===== config.mk =====
export PLATFORM = sky130hd
export DESIGN_NAME = mii_crs_col
export DESIGN_NICKNAME = d
export VERILOG_FILES = /design/src/rtl/mii_crs_col_pkg.sv /design/src/rtl/csc_crs_sel.sv /design/src/rtl/csc_sqe_timer.sv /design/src/rtl/csc_col_sel.sv /design/src/rtl/mii_crs_col.sv
export SDC_FILE = /design/constraint.sdc
export NUM_CORES = 1
export LEC_CHECK = 0
export CORE_AREA = 10 10 47 49
export CTS_BUF_LIST = sky130_fd_sc_hd__clkbuf_8
export DETAILED_ROUTE_END_ITERATION = 7
export DIE_AREA = 0 0 57 59
export PLACE_DENSITY = 0.48
export SLEW_MARGIN = 5
export SYNTH_ARGS = -nofsm -noshare
export SYNTH_HDL_FRONTEND = slang
export SYNTH_SLANG_ARGS = --single-unit

===== constraint.sdc =====
create_clock -name clk -period 1.8 [get_ports clk]
set_clock_uncertainty 0.1 [all_clocks]
set_input_delay 0.18 -clock clk [delete_from_list [all_inputs] [get_ports clk]]
set_output_delay 0.18 -clock clk [all_outputs]
set_load 0.01 [all_outputs]

===== src/rtl/mii_crs_col_pkg.sv =====
package mii_crs_col_pkg;

  typedef enum logic [1:0] {
    CRS_SRC_ANY = 2'd0,
    CRS_SRC_RX  = 2'd1,
    CRS_SRC_SD  = 2'd2
  } crs_src_e;

  function automatic logic sqe_allowed(input logic spd_100, input logic full_dup,
                                       input logic rptr_mode, input logic hb_en);
    return !spd_100 && !full_dup && !rptr_mode && hb_en;
  endfunction

endpackage


===== src/rtl/csc_crs_sel.sv =====
module csc_crs_sel
  import mii_crs_col_pkg::*;
(
  input  logic sym_mode,
  input  logic full_dup,
  input  logic rptr_mode,
  input  logic tx_act,
  input  logic rx_act,
  input  logic sig_det,
  output logic crs_next
);

  crs_src_e src;

  always_comb begin
    if (sym_mode)                    src = CRS_SRC_SD;
    else if (full_dup || rptr_mode)  src = CRS_SRC_RX;
    else                             src = CRS_SRC_ANY;
  end

  always_comb begin
    unique case (src)
      CRS_SRC_SD:  crs_next = sig_det;
      CRS_SRC_RX:  crs_next = rx_act;
      default:     crs_next = tx_act | rx_act;
    endcase
  end

endmodule


===== src/rtl/csc_sqe_timer.sv =====
module csc_sqe_timer
  import mii_crs_col_pkg::*;
#(
  parameter int HB_CYCLES = 25
) (
  input  logic clk,
  input  logic rst,
  input  logic tx_act,
  input  logic spd_100,
  input  logic full_dup,
  input  logic rptr_mode,
  input  logic hb_en,
  output logic hb_on
);

  localparam int CW = $clog2(HB_CYCLES + 1);
  localparam logic [CW-1:0] LOAD = CW'(HB_CYCLES - 1);

  logic          tx_d;
  logic [CW-1:0] remain;
  logic          armed;
  logic          tx_fall;

  assign armed   = sqe_allowed(spd_100, full_dup, rptr_mode, hb_en);
  assign tx_fall = tx_d && !tx_act;
  assign hb_on   = armed && !tx_act && (tx_fall || (remain != '0));

  always_ff @(posedge clk) begin
    if (rst) begin
      tx_d   <= 1'b0;
      remain <= '0;
    end else begin
      tx_d <= tx_act;
      if (tx_act || !armed)
        remain <= '0;
      else if (tx_fall)
        remain <= LOAD;
      else if (remain != '0)
        remain <= remain - 1'b1;
    end
  end

endmodule


===== src/rtl/csc_col_sel.sv =====
module csc_col_sel (
  input  logic full_dup,
  input  logic tx_act,
  input  logic rx_act,
  input  logic hb_on,
  output logic col_next
);

  always_comb begin
    if (full_dup) col_next = 1'b0;
    else          col_next = (tx_act && rx_act) || hb_on;
  end

endmodule


===== src/rtl/mii_crs_col.sv =====
module mii_crs_col
#(
  parameter int HB_CYCLES = 25
) (
  input  logic clk,
  input  logic rst,
  input  logic tx_act,
  input  logic rx_act,
  input  logic sig_det,
  input  logic spd_100,
  input  logic full_dup,
  input  logic rptr_mode,
  input  logic sym_mode,
  input  logic hb_en,
  output logic crs,
  output logic col
);

  logic crs_next;
  logic col_next;
  logic hb_on;

  csc_crs_sel u_crs (
    .sym_mode (sym_mode),
    .full_dup (full_dup),
    .rptr_mode(rptr_mode),
    .tx_act   (tx_act),
    .rx_act   (rx_act),
    .sig_det  (sig_det),
    .crs_next (crs_next)
  );

  csc_sqe_timer #(.HB_CYCLES(HB_CYCLES)) u_sqe (
    .clk      (clk),
    .rst      (rst),
    .tx_act   (tx_act),
    .spd_100  (spd_100),
    .full_dup (full_dup),
    .rptr_mode(rptr_mode),
    .hb_en    (hb_en),
    .hb_on    (hb_on)
  );

  csc_col_sel u_col (
    .full_dup(full_dup),
    .tx_act  (tx_act),
    .rx_act  (rx_act),
    .hb_on   (hb_on),
    .col_next(col_next)
  );

  always_ff @(posedge clk) begin
    if (rst) begin
      crs <= 1'b0;
      col <= 1'b0;
    end else begin
      crs <= crs_next;
      col <= col_next;
    end
  end

endmodule


Yosys cells after proc, flatten, opt, wreduce, memory -nomap -nowiden
Cells that the tools add are included.

storage, ports and cells
  flip-flop bits (word level) = 8
  input port bits = 10
  output and inout bits = 2
  word-level logic and storage cells = 35

operators by class
  add/sub/neg operators = 1
  equal/unequal tests = 2
  mux-type cells = 5
  bitwise logic cells = 1
  reductions and logical operators = 21

operators with widths
  operator                                             number
  two-way mux 5 bit                                    2
  logical AND 1 bit                                    7
  zero test 1 bit                                      5
  nonzero test 5 bit                                   1
  subtractor 5 x 1 -> 5 bit, second input constant     1
  logical OR 1 bit                                     4
  OR reduction 2 bit                                   2
  OR reduction 3 bit                                   1
  equality test 2 x 1 -> 1 bit, second input constant  1
  equality test 2 bit, second input constant           1
  two-way mux 2 bit                                    1
  one-hot mux 1 bit (2 select lines)                   1
  nonzero test 2 bit                                   1
  two-way mux 1 bit                                    1
  OR 1 bit                                             1

Longest topological paths before layout
  word-level depth = 7
  depth in mapped cells = 6

By module
A second synthesis with hierarchy kept.

unflattened totals
  cells, all modules = 41
  area, all modules = 376.6 µm²

by module, submodules not included
  module         times used  cells each  area an instance (µm²)  seq. area each (µm²)
  csc_sqe_timer  1           32          285.3                   120.1
  mii_crs_col    1           4           52.6                    40.0
  csc_crs_sel    1           3           30.0                    0.0
  csc_col_sel    1           2           8.8                     0.0

Worst setup path after synthesis
No wires, ideal clock.

  kind = reg-to-reg
  from = register u_sqe.remain[0]
  to = register u_sqe.remain[0]
  data arrival time = 1.284 ns
  setup slack = 0.299 ns
  cell stages (with the launch flop) = 7
  buffers on the path = 1
  clock period less this slack = 1.501 ns
  cell sequence = dfxtp_1 inv_1 ha_1 or4b_1 buf_2 xnor2_1 nor2_1

between the ends
  longest elaborated chain between the ends = 1
  elaborated cells between the ends (all ways) = 2

ends and longest elaborated chain
  item                                                                    RTL line                                  RTL
  start: declaration                                                      csc_sqe_timer.sv:20                       logic [CW-1:0] remain;
  start signal: assignment                                                csc_sqe_timer.sv:39                       remain <= remain - 1'b1;
  subtractor 5 x 1 -> 5 bit / nonzero test 5 bit (equally long branches)  csc_sqe_timer.sv:39, csc_sqe_timer.sv:38

Several ways; a longest one is shown, not always the timed one.
A chain may end at the register's enable or synchronous reset.

Worst setup path after layout
Same ends and word-level chain as after synthesis.

==> impl_summary.txt <==
----------------------------------------------------
[Status]
  Status ... completed

[Setup path]
  Capture point of the worst path ... u_sqe.remain[0]$_SDFFE_PP0P_
  Crit path launch ... u_sqe.remain[0]$_SDFFE_PP0P_
  Count of buffering cells on the critical path with inverters included ... 1
  Slowest cell on crit path ... sky130_fd_sc_hd__or4b_1
  Worst reg-to-reg setup slack ... 0.18 ns
  Worst Path Class, Setup ... reg -> reg
  Levels on crit path ... 5
  Data required time of the worst path ... 1.81 ns
  Kind of launch point of the worst setup path ... flop
  Type of destination of the critical path ... flop
  Cells traversed along the worst timing path ... inv_1 -> ha_1 -> or4b_1 -> xnor2_1 -> nor2_1
  Kind of cell adding the most delay to the critical path ... simple AND/OR/NAND/NOR gates
  Cell depth of the worst flop-to-flop path ... 5
  Largest fanout of any net on the critical path ... 5
  Reg2reg end ... u_sqe.remain[0]$_SDFFE_PP0P_
  Crit Reg-Reg Startpoint ... u_sqe.remain[0]$_SDFFE_PP0P_
  CP arrival ... 1.63 ns
  CP peak stage delay ... 0.58 ns

[Synth]
  Compound-Gate Fraction of Synth Area ... 16.0%
  Post-synthesis adder-cell area fraction ... 3.55%
  Cells after Synth ... 39
  Average size of a mapped cell ... 9.05 sq um
  Share of synthesized area spent on multiplexers ... 0%
  Post-Synthesis Net Count ... 50
  Total standard cell area after synthesis ... 353 sq um
  Synth Area in XOR/XNOR ... 4.96%
  Share of Yosys cell area claimed by the top area cell type ... 45.4%
  Library cell occupying the most area in the post-synthesis netlist ... sky130_fd_sc_hd__dfxtp_1
  Synth cell types ... 23
  Cell types with the largest area share after synthesis ... sky130_fd_sc_hd__dfxtp_1, sky130_fd_sc_hd__nor2b_1, sky130_fd_sc_hd__nor2_1
  Share of synthesized cell area in and, or, nand and nor gates ... 25.5%
  YS warnings ... 0
  Flip-flop and latch count after synthesis ... 8
  Portion of the post-synthesis area used by sequential elements ... 45.4%
  Largest family of logic cells by synthesized area ... simple AND/OR/NAND/NOR gates

[Clocking]
  Clock tree from TritonCTS ... yes
  Number of buffers inserted during clock tree synthesis ... 3
  H-tree level count ... 1
  Number of sinks driven by the clock tree ... 8
  Setup bufs post-CTS ... 0
  Clock latency of the later-clocked register in the worst-skew pair ... 0.22 ns
  Count of hold-fix buffers inserted at cts ... 0
  Clk root buf ... sky130_fd_sc_hd__clkbuf_8
  Maximum clock insertion buffer count ... 2
  Post-cts repair resize count ... 0
  Clock transition at the registers of the reported paths ... 0.04 ns

[Finish]
  Final #Nets ... 65
  Final std cells w/o fill ... 68
  Proportion of layout cells with a drive suffix above 1 ... 7.69%
  Synth-to-Final Area Change ... 47.2%
  Number of diodes ... 0

[Floorplanning]
  Starting density of the core ... 25.2%
  Die Footprint ... 3360 sq um
  X dimension of the die ... 57 um
  Top-level port count ... 12
  Total core area ... 1400 sq um
  Vert. Die Dim ... 59 um
  Number of core rows ... 14

[STA]
  Peak Freq ... 617 MHz
  Hold Violations, Final ... 0
  Number of slew-limit violations in the final report ... 0
  Actual transition at the worst max-transition pin ... 0.362 ns
  Setup tns final ... 0 ns
  Final setup viols ... 0
  RSZ-0062 raised after global routing ... false
  Final worst-path cycle share ... 90.0%
  Headroom to the max-slew limit ... 75.6%
  Clock period minus worst slack ... 1.62 ns
  PnR worst setup slack ... 0.180 ns

[Routing]
  Total Routed Length ... 756 um
  Vias ... 325
  Number of DRC markers after the initial detailed-route iteration ... 2
  Number of remaining DRC errors ... 0
  Antenna-violating nets left ... 0
  Total iterations of the first detailed-routing run ... 2
  DR WL/cell ... 11.1 um
  Vias per Instance ... 4.78

[Power and ir drop]
  Part of the power in combinational logic ... 8.6%
  Cell-internal power ... 352 uW
  Switching power ... 77.7 uW
  Switching Share ... 18.1%
  Max VDD drop ... 0.334 mV
  Clock group share of total power ... 48.9%
  Power per Cell Area ... 827 nW/um^2
  Sequential share of power ... 42.5%
  Overall Power ... 429 uW
  Leakage power ... 0.000194 uW

[Placed design]
  Number of buffers inserted by port buffering ... 11
  # placed instances ... 65
  Post-placement worst setup slack ... 0.175 ns
  Placed wire-length estimate after detailed placement ... 636 um
  Routability cong. ... 0.665

[Global route]
  Initial antenna violation count ... 0
  Number of global-route vias before repair ... 358
  GRT overflow ... 0
  Wire length of the first global-routing pass ... 1450 um
  Largest net degree at the start of global routing ... 6
  Aggregate global-route resource usage ... 5.41%

[Min path]
  Min-delay worst type ... reg -> reg

[Job]
  Count of maximum capacitance violations ... 0

----------------------------------------------------
power groups by stage:
stage	registers (uW)	clock network, uW	logic, uW
3_3_place_gp	185	0	37.6
4_1_cts	182	217	37.6
2_1_floorplan	187	0	8.56
3_5_place_dp	185	0	37.4
5_1_grt	183	225	41.4
6_report	182	210	36.9
per-layer routing:
layer / track usage, % / up-vias / wire length (um)
li1: - / 163 / -
met1: 5.96 / 149 / 353
met2: 7.75 / 11 / 336
met3: 2.79 / 2 / 56
met4: 4.03 / 0 / 10
met5: 0 / - / 0
synthesized netlist by cell type (all sizes together):
cell and count:
o31ai 2, nand3b 1, a21oi 1, nor4 1, xnor2 1, nor2 4, dfxtp 8, nor3 1
ha 1, a31oi 1, xor2 1, buf 1, nand2 2, nor4b 1, o21ai 2, nand2b 1
a211oi 2, nand3 1, inv 3, nor2b 3, or4b 1
state kept, by name, indices dropped and copies added, names as in the netlist:
signal	cells
u_sqe.remain	5
u_sqe.tx_d	1
col	1
crs	1
placed cells by master (no fill, tap or decap), drive strengths merged:
cell,count
a31oi,1
dfxtp,8
nand2b,1
or4b,1
nor4,1
xor2,1
nand3,1
nand3b,1
xnor2,1
nor3,1
ha,1
nor4b,1
nand2,2
inv,3
o21ai,2
nor2b,3
a21oi,1
clkbuf,3
a211oi,2
o31ai,2
nor2,4
clkdlybuf4s50,11
final cells by class:
class                           count  area, sq um
Inverter                            3         11.3
Fill cell                         153          882
Multi-Input combinational cell     27          176
Timing Repair Buffer               11          110
Clock buffer                        3         41.3
Tap cell                           16         20.0
Sequential cell                     8          160
stage by stage:
| step | utilization, % | hold WS (ns) | instance area, sq um |
|---|---|---|---|
| 2_1_floorplan | - | 0.159 | 353 |
| 3_3_place_gp | 34.1 | 0.392 | 478 |
| 3_5_place_dp | 34.1 | 0.386 | 478 |
| 4_1_cts | 37.1 | 0.392 | 519 |
| 5_1_grt | 37.1 | 0.406 | 519 |
| 6_report | 37.1 | 0.385 | 519 |
worst register-to-register path, cell delays in order, from the launching register on:
cell                      delay, ns
sky130_fd_sc_hd__dfxtp_1       0.33
sky130_fd_sc_hd__inv_1         0.06
sky130_fd_sc_hd__ha_1          0.19
sky130_fd_sc_hd__or4b_1        0.58
sky130_fd_sc_hd__xnor2_1       0.20
sky130_fd_sc_hd__nor2_1        0.05
cells by family after synthesis:
| logic type | Yosys count |
|---|---|
| buffers and inverters | 4 |
| adder cells (fa/ha/maj) | 1 |
| XOR/XNOR | 2 |
| flip-flops | 8 |
| AO/OA/AOI/OAI | 8 |
| AND/OR/NAND/NOR | 16 |
worst min-delay path by stage:
stage | start | end | slack [ns] | cells after the start
2_1_floorplan | rst | crs$_SDFF_PP0_ | 0.16 | 1
3_3_place_gp | u_sqe.remain[4]$_SDFFE_PP0P_ | u_sqe.remain[4]$_SDFFE_PP0P_ | 0.39 | 2
3_5_place_dp | u_sqe.remain[4]$_SDFFE_PP0P_ | u_sqe.remain[4]$_SDFFE_PP0P_ | 0.39 | 2
4_1_cts | u_sqe.remain[4]$_SDFFE_PP0P_ | u_sqe.remain[4]$_SDFFE_PP0P_ | 0.39 | 2
5_1_grt | u_sqe.remain[4]$_SDFFE_PP0P_ | u_sqe.remain[4]$_SDFFE_PP0P_ | 0.41 | 2
6_report | u_sqe.remain[4]$_SDFFE_PP0P_ | u_sqe.remain[4]$_SDFFE_PP0P_ | 0.39 | 2
Note: power is estimated with default switching activity, not from simulation.
